### src/rtl/ptw_pkg.sv
`timescale 1ns/1ps
package ptw_pkg;
   localparam int VA_W      = 64;
   localparam int ENT_W     = 64;
   localparam int PRES_BIT  = 0;
   localparam int BIG_BIT   = 7;

   typedef enum logic [2:0] {
      PM_FLAT, PM_LEG32, PM_PAE, PM_LONG4, PM_LONG5
   } ptw_mode_e;

   typedef enum logic [1:0] {
      PS_4K = 2'd0, PS_2M = 2'd1, PS_4M = 2'd2, PS_1G = 2'd3
   } ptw_psize_e;

   typedef enum logic [1:0] {
      S_IDLE, S_ISSUE, S_WAIT
   } ptw_state_e;

   function automatic logic [2:0] top_level(input ptw_mode_e m);
      case (m)
         PM_LEG32: return 3'd1;
         PM_PAE:   return 3'd2;
         PM_LONG4: return 3'd3;
         PM_LONG5: return 3'd4;
         default:  return 3'd0;
      endcase
   endfunction
endpackage

### src/rtl/ptw_canon_chk.sv
`timescale 1ns/1ps
module ptw_canon_chk
   import ptw_pkg::*;
(
   input  logic [VA_W-1:0] va,
   input  logic            la57,
   output logic            canon_ok
);
   logic unused_low;
   assign unused_low = ^va[46:0];

   always_comb begin
      if (la57) canon_ok = (&va[63:56]) | ~(|va[63:56]);
      else      canon_ok = (&va[63:47]) | ~(|va[63:47]);
   end
endmodule

### src/rtl/ptw_entry_addr.sv
`timescale 1ns/1ps
module ptw_entry_addr
   import ptw_pkg::*;
#(
   parameter int PA_W = 52
) (
   input  ptw_mode_e        mode,
   input  logic [2:0]       level,
   input  logic [PA_W-1:0]  base,
   input  logic [VA_W-1:0]  va,
   input  logic [PA_W-1:0]  a20,
   output logic [PA_W-1:0]  addr,
   output logic             wide
);
   logic [8:0]      idx9;
   logic [9:0]      idx10;
   logic [PA_W-1:0] raw;
   logic            unused_bits;
   assign unused_bits = ^{va[63:57], va[11:0], base[4:0]};

   always_comb begin
      case (level)
         3'd0:    idx9 = va[20:12];
         3'd1:    idx9 = va[29:21];
         3'd2:    idx9 = va[38:30];
         3'd3:    idx9 = va[47:39];
         default: idx9 = va[56:48];
      endcase
      idx10 = level[0] ? va[31:22] : va[21:12];
   end

   always_comb begin
      case (mode)
         PM_LEG32: raw = PA_W'({base[31:12], 12'h000}) + PA_W'({idx10, 2'b00});
         PM_PAE: begin
            if (level == 3'd2)
               raw = {base[PA_W-1:5], 5'h00} + PA_W'({va[31:30], 3'b000});
            else
               raw = {base[PA_W-1:12], 12'h000} + PA_W'({idx9, 3'b000});
         end
         default:  raw = {base[PA_W-1:12], 12'h000} + PA_W'({idx9, 3'b000});
      endcase
      addr = raw & a20;
      wide = (mode != PM_LEG32);
   end
endmodule

### src/rtl/ptw_leaf_pa.sv
`timescale 1ns/1ps
module ptw_leaf_pa
   import ptw_pkg::*;
#(
   parameter int PA_W = 52
) (
   input  logic [ENT_W-1:0] entry,
   input  logic [VA_W-1:0]  va,
   input  ptw_psize_e       psize,
   input  logic             legacy,
   input  logic [PA_W-1:0]  a20,
   output logic [PA_W-1:0]  pa
);
   localparam logic [PA_W-1:0] OFF_4K = PA_W'(64'h0000_0FFF);
   localparam logic [PA_W-1:0] OFF_2M = PA_W'(64'h001F_FFFF);
   localparam logic [PA_W-1:0] OFF_4M = PA_W'(64'h003F_FFFF);
   localparam logic [PA_W-1:0] OFF_1G = PA_W'(64'h3FFF_FFFF);

   logic [PA_W-1:0] frame;
   logic [PA_W-1:0] off;
   logic            unused_bits;
   assign unused_bits = ^{entry[ENT_W-1:PA_W], va[VA_W-1:PA_W]};

   always_comb begin
      if (legacy) begin
         if (psize == PS_4M) frame = PA_W'({entry[20:13], entry[31:0]}) & a20;
         else                frame = PA_W'(entry[31:0]) & a20;
      end else begin
         frame = entry[PA_W-1:0];
      end
      case (psize)
         PS_2M:   off = OFF_2M;
         PS_4M:   off = OFF_4M;
         PS_1G:   off = OFF_1G;
         default: off = OFF_4K;
      endcase
      pa = (frame & ~off) | (va[PA_W-1:0] & off);
   end
endmodule

### src/rtl/ptw_walker.sv
`timescale 1ns/1ps
module ptw_walker
   import ptw_pkg::*;
#(
   parameter int PA_W        = 52,
   parameter bit FIVE_LVL_EN = 1'b1
) (
   input  logic              clk,
   input  logic              rst_n,
   input  logic              req_valid,
   output logic              req_ready,
   input  logic [63:0]       req_va,
   input  logic [PA_W-1:0]   cr3,
   input  logic              pg_en,
   input  logic              pae_en,
   input  logic              pse_en,
   input  logic              lma_en,
   input  logic              la57_en,
   input  logic [PA_W-1:0]   a20_mask,
   output logic              mem_rd_valid,
   input  logic              mem_rd_ready,
   output logic [PA_W-1:0]   mem_rd_addr,
   output logic              mem_rd_wide,
   input  logic              mem_rsp_valid,
   input  logic [63:0]       mem_rsp_data,
   output logic              done,
   output logic              done_fault,
   output logic [PA_W-1:0]   done_pa,
   output logic [1:0]        done_size
);
   generate
      if (PA_W < 40 || PA_W > 52) begin : g_bad_pa_w
         $error("ptw_walker: PA_W must lie in 40..52");
      end
   endgenerate

   logic la57_eff;
   generate
      if (FIVE_LVL_EN) begin : g_five
         assign la57_eff = la57_en;
      end else begin : g_four
         logic unused_la57;
         assign unused_la57 = la57_en;
         assign la57_eff    = 1'b0;
      end
   endgenerate

   ptw_state_e      state_q;
   ptw_mode_e       mode_q, req_mode;
   ptw_psize_e      size_q, leaf_sz;
   logic [2:0]      level_q;
   logic [PA_W-1:0] base_q, a20_q, pa_q, leaf_pa;
   logic [VA_W-1:0] va_q;
   logic            pse_q, done_q, fault_q;
   logic            va_canon, is_leaf, ent_present, ent_big;

   always_comb begin
      if (!pg_en)       req_mode = PM_FLAT;
      else if (!pae_en) req_mode = PM_LEG32;
      else if (!lma_en) req_mode = PM_PAE;
      else if (la57_eff) req_mode = PM_LONG5;
      else              req_mode = PM_LONG4;
   end

   ptw_canon_chk u_canon (.va(req_va), .la57(la57_eff), .canon_ok(va_canon));

   ptw_entry_addr #(.PA_W(PA_W)) u_addr (
      .mode(mode_q), .level(level_q), .base(base_q), .va(va_q),
      .a20(a20_q), .addr(mem_rd_addr), .wide(mem_rd_wide));

   assign ent_present = mem_rsp_data[PRES_BIT];
   assign ent_big     = mem_rsp_data[BIG_BIT];

   always_comb begin
      is_leaf = 1'b0;
      leaf_sz = PS_4K;
      if (level_q == 3'd0) begin
         is_leaf = 1'b1;
      end else if (level_q == 3'd1 && ent_big) begin
         if (mode_q == PM_LEG32) begin
            is_leaf = pse_q;
            leaf_sz = PS_4M;
         end else begin
            is_leaf = 1'b1;
            leaf_sz = PS_2M;
         end
      end else if (level_q == 3'd2 && ent_big &&
                   (mode_q == PM_LONG4 || mode_q == PM_LONG5)) begin
         is_leaf = 1'b1;
         leaf_sz = PS_1G;
      end
   end

   ptw_leaf_pa #(.PA_W(PA_W)) u_leaf (
      .entry(mem_rsp_data), .va(va_q), .psize(leaf_sz),
      .legacy(mode_q == PM_LEG32), .a20(a20_q), .pa(leaf_pa));

   always_ff @(posedge clk or negedge rst_n) begin
      if (!rst_n) begin
         state_q <= S_IDLE;
         mode_q  <= PM_FLAT;
         level_q <= 3'd0;
         base_q  <= '0;
         a20_q   <= '0;
         va_q    <= '0;
         pse_q   <= 1'b0;
         done_q  <= 1'b0;
         fault_q <= 1'b0;
         pa_q    <= '0;
         size_q  <= PS_4K;
      end else begin
         done_q <= 1'b0;
         case (state_q)
            S_IDLE: if (req_valid) begin
               mode_q  <= req_mode;
               va_q    <= req_va;
               a20_q   <= a20_mask;
               pse_q   <= pse_en;
               level_q <= top_level(req_mode);
               base_q  <= cr3;
               if (req_mode == PM_FLAT) begin
                  done_q  <= 1'b1;
                  fault_q <= 1'b0;
                  pa_q    <= req_va[PA_W-1:0] & a20_mask;
                  size_q  <= PS_4K;
               end else if ((req_mode == PM_LONG4 || req_mode == PM_LONG5) && !va_canon) begin
                  done_q  <= 1'b1;
                  fault_q <= 1'b1;
                  pa_q    <= '0;
                  size_q  <= PS_4K;
               end else begin
                  state_q <= S_ISSUE;
               end
            end
            S_ISSUE: if (mem_rd_ready) state_q <= S_WAIT;
            S_WAIT: if (mem_rsp_valid) begin
               if (!ent_present) begin
                  done_q  <= 1'b1;
                  fault_q <= 1'b1;
                  pa_q    <= '0;
                  size_q  <= PS_4K;
                  state_q <= S_IDLE;
               end else if (is_leaf) begin
                  done_q  <= 1'b1;
                  fault_q <= 1'b0;
                  pa_q    <= leaf_pa;
                  size_q  <= leaf_sz;
                  state_q <= S_IDLE;
               end else begin
                  level_q <= level_q - 3'd1;
                  base_q  <= mem_rsp_data[PA_W-1:0];
                  state_q <= S_ISSUE;
               end
            end
            default: state_q <= S_IDLE;
         endcase
      end
   end

   assign req_ready    = (state_q == S_IDLE);
   assign mem_rd_valid = (state_q == S_ISSUE);
   assign done         = done_q;
   assign done_fault   = fault_q;
   assign done_pa      = pa_q;
   assign done_size    = size_q;


   rd_hold_chk: assert property (@(posedge clk) disable iff (!rst_n)
      (mem_rd_valid && !mem_rd_ready) |=> (mem_rd_valid && $stable(mem_rd_addr)));


   busy_noaccept_chk: assert property (@(posedge clk) disable iff (!rst_n)
      mem_rd_valid |-> !req_ready);


   flat_noread_chk: assert property (@(posedge clk) disable iff (!rst_n)
      (req_valid && req_ready && !pg_en) |=> (done && !done_fault && !mem_rd_valid));


   canon_fault_chk: assert property (@(posedge clk) disable iff (!rst_n)
      (req_valid && req_ready && pg_en && pae_en && lma_en && !va_canon)
      |=> (done && done_fault && !mem_rd_valid));


   absent_fault_chk: assert property (@(posedge clk) disable iff (!rst_n)
      (state_q == S_WAIT && mem_rsp_valid && !mem_rsp_data[PRES_BIT])
      |=> (done && done_fault && req_ready));
endmodule

### config.mk
export PLATFORM = sky130hd
export DESIGN_NAME = ptw_walker
export DESIGN_NICKNAME = d
export VERILOG_FILES = /design/src/rtl/ptw_pkg.sv /design/src/rtl/ptw_canon_chk.sv /design/src/rtl/ptw_entry_addr.sv /design/src/rtl/ptw_leaf_pa.sv /design/src/rtl/ptw_walker.sv
export SDC_FILE = /design/constraint.sdc
export NUM_CORES = 1
export LEC_CHECK = 0
export BUFFER_PORTS_ARGS = -buffer_cell sky130_fd_sc_hd__buf_2
export CELL_PAD_IN_SITES_DETAIL_PLACEMENT = 1
export CELL_PAD_IN_SITES_GLOBAL_PLACEMENT = 2
export CORE_MARGIN = 8
export CORE_UTILIZATION = 34
export DETAILED_ROUTE_END_ITERATION = 6
export HOLD_SLACK_MARGIN = 0.15
export PLACE_DENSITY_LB_ADDON = 0.1
export SYNTH_ARGS = -nofsm -noshare
export SYNTH_HDL_FRONTEND = slang
export SYNTH_HIERARCHICAL = 1
export SYNTH_SLANG_ARGS = --single-unit
### constraint.sdc
create_clock -name clk -period 4.5 [get_ports clk]
set_input_delay 0 -clock clk [delete_from_list [all_inputs] [get_ports clk]]
set_output_delay 0 -clock clk [all_outputs]
set_load 0.05 [all_outputs]
==> flow_metrics.env, run 1 <==
export IMPL_h_tree_depth=1
export IMPL_die_height_microns=201
export IMPL_clk_insertion_delay_late_ns=0.54
export IMPL_via_per_inst=5.07
export IMPL_worstPathMaxFanout=16
export IMPL_finalSetupViolCount=0
export IMPL_floorplan_die_area_sq_mm=0.0404
export IMPL_dr_total_vias=11168
export IMPL_grt_antenna_before_repair=4
export IMPL_slew_at_the_pin_closest_to_its_max_slew_limit_ns=1.24
export IMPL_routed_wl_microns=49300
export IMPL_critPathSlowestCell="sky130_fd_sc_hd__nor3_2"
export IMPL_power_leakage_nw=8.52
export IMPL_detail_route_wl_per_cell_microns=22.4
export IMPL_floorplan_initialDensity_pct=34.6
export IMPL_worst_slack_ns=0.490
export IMPL_grt_util_all_layers_pct=23.8
export IMPL_beginning_of_the_critical_path="level_q[1]$_DFFE_PN0P_"
export IMPL_fmaxAchievable_ghz=0.249
export IMPL_antenna_viol_nets_final=0
export IMPL_timing_max_slew_rel_slack_pct=17.7
export IMPL_grt_pass1_wl_microns=76500
export IMPL_fin_nets=1978
export IMPL_start_kind="register"
export IMPL_syn_inst=1163
export IMPL_grt_setup_unrepaired="no"
export IMPL_timing_critical_path_cells="inv_1, ha_1, ha_1, nor3_2, nor2b_1, a41o_1, dlygate4sd3_1, a32o_1, mux2_2"
export IMPL_fin_crit_ns=4.01
export IMPL_layout_area_overhead_vs_synth_pct=48.4
export IMPL_wl_met3_microns=2650
export IMPL_core_sq_mm=0.0336
export IMPL_critical_setup_path_kind="reg -> reg"
export IMPL_post_cts_setup_buffers=0
export IMPL_cts_inserted_buffers=27
export IMPL_result_of_the_run="finished, final reports clean"
export IMPL_m1WireLength_microns=21700
export IMPL_worst_hold_path_type="in -> reg"
export IMPL_syn_cell_area_sq_mm=0.0116
export IMPL_max_clock_path_buffers=3
export IMPL_grt_ovfl_total=0
export IMPL_final_hold_worst_slack_ns=0.132
export IMPL_floorplan_rows=67
export IMPL_holdBufCountCts=282
export IMPL_hold_path_startpoint="req_valid"
export IMPL_drive_above_1_share_pct=32.7
export IMPL_met2RoutedLength_microns=24000
export IMPL_hpwl_microns=31800
export IMPL_routed_top_layer="met4"
export IMPL_critical_path_top_delay_family="simple AND/OR/NAND/NOR gates"
export IMPL_peak_per_stage_delay_on_the_critical_path_ns=0.79
export IMPL_initialDrtViolationCount=498
export IMPL_worstSetupEndpointType="register"
export IMPL_first_pass_iters=4
export IMPL_cts_root_buffer_cell="sky130_fd_sc_hd__clkbuf_16"
export IMPL_post_place_cells=1869
export IMPL_fill_cells=3783
export IMPL_slew_viol_final=0
export IMPL_cts_tree="done"
export IMPL_dp_slack_ns=1.01
export IMPL_worst_clock_skew_ns=0.0248
export IMPL_r2r_start="level_q[1]$_DFFE_PN0P_"
export IMPL_grt_start_max_net_pins=120
export IMPL_drv_max_cap_violation_count=0
export IMPL_die_width_microns=201
export IMPL_clock_transition_at_the_register_clock_pins_on_the_worst_setup_and_hold_paths_after_cts_ns=0.06
export IMPL_cts_resized=0
export IMPL_setup_tns_final_ns=0
export IMPL_worstPathArrival_ns=4.43
export IMPL_yosysWarnings=6
export IMPL_cp_required_ns=4.92
export IMPL_hold_viol=0
export IMPL_worst_path_buf_inv=2
export IMPL_final_instance_count_excl_fill=2202
export IMPL_io_pin_count=353
export IMPL_critPathMostFrequentCell="sky130_fd_sc_hd__ha_1"
export IMPL_gp_congestion=0.800
export IMPL_peakVddDrop_v=0.000369
export IMPL_io_buffer_count=329
export IMPL_drc_errors=0
export IMPL_min_period_over_period_pct=89.1
export IMPL_cts_sink_count=219
export IMPL_post_synth_cell_area_avg_sq_um=10.0
export IMPL_first_global_vias=12856
export IMPL_pwr_density_cell_mw_per_mm2=691
## power breakdown
group / switching, mW / internal, mW / leakage, nW
clock: 0.857 / 1.28 / 0.414
sequential: 0.731 / 2.89 / 2.73
combinational: 3.87 / 2.30 / 5.37
## path summary, 6_finish.rpt
kind,to,slack (ns),cells past startpoint
hold reg to reg,base_q[13]$_DFFE_PN0P_,0.48,1
setup / recovery,done_pa[35]$_DFFE_PN0P_,0.49,9
hold / removal,a20_q[48]$_DFFE_PN0P_,0.13,4
max in group asynchronous,done_pa[45]$_DFFE_PN0P_,3.11,3
setup reg to reg,done_pa[35]$_DFFE_PN0P_,0.49,9
min in group asynchronous,base_q[20]$_DFFE_PN0P_,0.18,2
## placed cells by master (no fill, tap or decap), drive strengths merged, types with 14 or more instances in the layout
cell / n
nand2b: 14
and3: 29
and2: 22
a32o: 52
dlygate4sd3: 282
dfrtp: 219
mux2: 158
clkbuf: 41
nand2: 344
inv: 28
nor2b: 40
buf: 347
nor2: 18
o21ai: 22
## sequential cells by signal (all words and copies together), names as in the netlist
signal      flops
done_pa        52
va_q           57
done            1
done_fault      1
mode_q          3
a20_q          50
state_q         2
pse_q           1
level_q         3
done_size       2
base_q         47
## metal layers
layer  global-route usage [%]  vias to the layer above
met5                        0                        -
met4                     5.65                        0
met3                     4.82                       61
met2                     40.6                      303
met1                     30.4                     5645
li1                         -                     5159
## area by class of cell
cell class	instances	area (sq um)	share of cell area (%)
Timing Repair Buffer	629	4630	26.8
Clock buffer	41	768	4.45
Multi-Input combinational cell	828	5640	32.7
Tap cell	448	561	3.25
Clock inverter	5	78.8	0.456
Sequential cell	219	5480	31.7
Antenna cell	5	12.5	0.0724
Inverter	27	101	0.587
## tightest hold or removal path: stages
cell and delay [ns]:
sky130_fd_sc_hd__buf_2 0.12, sky130_fd_sc_hd__nand2_4 0.28, sky130_fd_sc_hd__nand2_1 0.17, sky130_fd_sc_hd__nand2_1 0.05
## per-stage QoR
step / cell area, sq um / util (%) / power [mW]
floorplan: 11600 / - / 7.61
global placement: 13600 / 40.4 / 9.16
detailed placement: 13600 / 40.4 / 9.27
CTS: 17300 / 51.3 / 12.0
global route: 17300 / 51.4 / 12.6
finish: 17300 / 51.4 / 11.9
Note: power is estimated with default switching activity, not from simulation.
==> run 2: changes to the inputs <==
Settings changed: CORE_ASPECT_RATIO from default to 1.4, SETUP_SLACK_MARGIN from default to 0.4.
==> run 2 against run 1 <==
Against the previous run: die area increased by 0.21%; combinational power fell by 3.2%; clock power rose by 18%; worst setup slack improved by 0.39 ns; final area fell by 0.26%; non-clock buffer count shrank 24.
==> flow_metrics.env, run 2 (synthesized netlist as in run 1, its figures left out) <==
export IMPL_worstPathArrival_ns=4.10
export IMPL_slew_at_the_pin_closest_to_its_max_slew_limit_ns=1.07
export IMPL_layout_common_cells="sky130_fd_sc_hd__nand2_1 (343), sky130_fd_sc_hd__buf_2 (328), sky130_fd_sc_hd__dlygate4sd3_1 (257)"
export IMPL_drv_max_cap_violation_count=0
export IMPL_floorplan_initialDensity_pct=34.3
export IMPL_post_cts_setup_buffers=0
export IMPL_finalPower_mw=12.1
export IMPL_finalSetupViolCount=0
export IMPL_registers_top_by_ff_count="va_q"
export IMPL_grt_util_all_layers_pct=24.0
export IMPL_power_leakage_nw=8.49
export IMPL_largest_register_ffs=57
export IMPL_peakVddDrop_v=0.000479
export IMPL_worst_hold_path_type="in -> reg"
export IMPL_cp_required_ns=4.97
export IMPL_critPathSlowestCell="sky130_fd_sc_hd__dfrtp_1"
export IMPL_first_global_vias=12563
export IMPL_setup_tns_final_ns=0
export IMPL_worstPathMaxFanout=20
export IMPL_grt_ovfl_total=0
export IMPL_detail_route_wl_per_cell_microns=22.4
export IMPL_h_tree_depth=1
export IMPL_gp_congestion=0.782
export IMPL_fin_crit_ns=3.62
export IMPL_first_pass_iters=5
export IMPL_io_pin_count=353
export IMPL_worst_clock_skew_ns=0.0173
export IMPL_result_of_the_run="finished, final reports clean"
export IMPL_peak_per_stage_delay_on_the_critical_path_ns=0.68
export IMPL_clock_transition_at_the_register_clock_pins_on_the_worst_setup_and_hold_paths_after_cts_ns=0.06
export IMPL_dr_total_vias=11120
export IMPL_hpwl_microns=32200
export IMPL_grt_start_max_net_pins=87
export IMPL_max_clock_path_buffers=3
export IMPL_layout_area_overhead_vs_synth_pct=48.0
export IMPL_final_util_pct=50.8
export IMPL_grt_antenna_before_repair=6
export IMPL_floorplan_die_area_sq_mm=0.0405
export IMPL_start_kind="register"
export IMPL_drc_errors=0
export IMPL_min_period_over_period_pct=80.5
export IMPL_timing_max_slew_rel_slack_pct=28.2
export IMPL_cts_tree="done"
export IMPL_critical_setup_path_kind="reg -> reg"
export IMPL_worstSetupEndpointType="register"
export IMPL_slew_viol_final=0
export IMPL_routed_wl_microns=48900
export IMPL_clk_insertion_delay_late_ns=0.54
export IMPL_io_buffer_count=329
export IMPL_fmaxAchievable_ghz=0.276
export IMPL_drive_above_1_share_pct=33.6
export IMPL_grt_pass1_wl_microns=75200
export IMPL_cts_inserted_buffers=26
export IMPL_floorplan_rows=80
export IMPL_core_sq_mm=0.0339
export IMPL_final_hold_worst_slack_ns=0.171
export IMPL_timing_critical_path_cells="inv_1, ha_1, nand2_1, nor4bb_1, nor3_2, buf_4, nor2b_2, a41o_1, dlygate4sd3_1, a32o_1, mux2_2"
export IMPL_fill_cells=3795
export IMPL_fin_nets=1953
export IMPL_die_width_microns=172
export IMPL_die_height_microns=235
export IMPL_via_per_inst=5.09
export IMPL_grt_setup_unrepaired="no"
export IMPL_initialDrtViolationCount=510
export IMPL_cts_root_buffer_cell="sky130_fd_sc_hd__clkbuf_16"
export IMPL_cts_sink_count=219
export IMPL_antenna_viol_nets_final=0
export IMPL_pwr_density_cell_mw_per_mm2=702
export IMPL_hold_viol=0
export IMPL_layout_commonest_cell="sky130_fd_sc_hd__nand2_1"
==> run 2: cell count changes in the layout (fill, tap and decap cells not counted) <==
cell | before | now
sky130_fd_sc_hd__inv_6 | 1 | 0
sky130_fd_sc_hd__clkinv_2 | 2 | 3
sky130_fd_sc_hd__nor2_1 | 13 | 14
sky130_fd_sc_hd__nor2b_1 | 39 | 38
sky130_fd_sc_hd__nor2_2 | 1 | 0
sky130_fd_sc_hd__clkinv_4 | 0 | 1
sky130_fd_sc_hd__inv_8 | 0 | 1
sky130_fd_sc_hd__buf_16 | 0 | 1
sky130_fd_sc_hd__bufinv_16 | 2 | 8
sky130_fd_sc_hd__dlygate4sd3_1 | 282 | 257
sky130_fd_sc_hd__nor2b_2 | 0 | 1
sky130_fd_sc_hd__clkbuf_1 | 10 | 4
==> run 2: metrics by stage <==
step	setup slack, ns	cell area (sq um)	std cells
3_3_place_gp	1.06	13600	1872
4_1_cts	0.631	17200	2178
3_5_place_dp	0.922	13600	1872
2_1_floorplan	2.07	11600	1164
6_report	0.877	17200	2183
5_1_grt	0.634	17200	2183
==> run 2: worst max-delay path: cells and delay by family, from the launching register on <==
family / cells / cell delay [ns]
mux: 1 / 0.14
fa+ha+maj: 1 / 0.30
flops: 1 / 0.68
compound gates: 2 / 0.37
simple gates: 4 / 1.12
buf+inv: 3 / 0.95
==> run 2: layout make-up <==
cell class / instances / area (sq um) / share of cell area [%]
Timing Repair Buffer: 605 / 4400 / 25.6
Clock inverter: 13 / 275 / 1.60
Clock buffer: 35 / 746 / 4.33
Inverter: 27 / 101 / 0.588
Tap cell: 451 / 564 / 3.28
Multi-Input combinational cell: 828 / 5640 / 32.8
Antenna cell: 5 / 12.5 / 0.0726
Sequential cell: 219 / 5480 / 31.8
==> run 2: worst paths after layout <==
check	from	endpoint	slack [ns]	cells after the start
max	level_q[1]$_DFFE_PN0P_	done_pa[36]$_DFFE_PN0P_	0.88	11
max in group asynchronous	rst_n	done_pa[19]$_DFFE_PN0P_	3.04	4
max reg2reg	level_q[1]$_DFFE_PN0P_	done_pa[36]$_DFFE_PN0P_	0.88	11
min	mem_rsp_data[12]	done_pa[12]$_DFFE_PN0P_	0.17	5
min in group asynchronous	rst_n	base_q[11]$_DFFE_PN0P_	0.53	3
min reg2reg	a20_q[44]$_DFFE_PN0P_	a20_q[44]$_DFFE_PN0P_	0.47	2
==> run 2: power breakdown <==
part / internal, mW / leakage, nW / switching, mW
clock: 1.62 / 0.501 / 0.900
sequential: 2.89 / 2.73 / 0.713
combinational: 2.14 / 5.26 / 3.84
==> run 2: metal layers <==
layer  share of wire [%]  vias to the layer above  track usage [%]
met3                 5.2                       82             4.30
met4                 3.3                        0             8.28
met1                  40                     5598             28.2
met2                  52                      324             42.6
li1                    -                     5116                -
met5                   0                        -                0
==> run 2: timing repair <==
action | CTS | global route
resized for setup | 0 | 1
hold endpoints to repair | 343 | 0
hold buffers | 258 | 0
endpoints found under the setup margin | 0 | 5
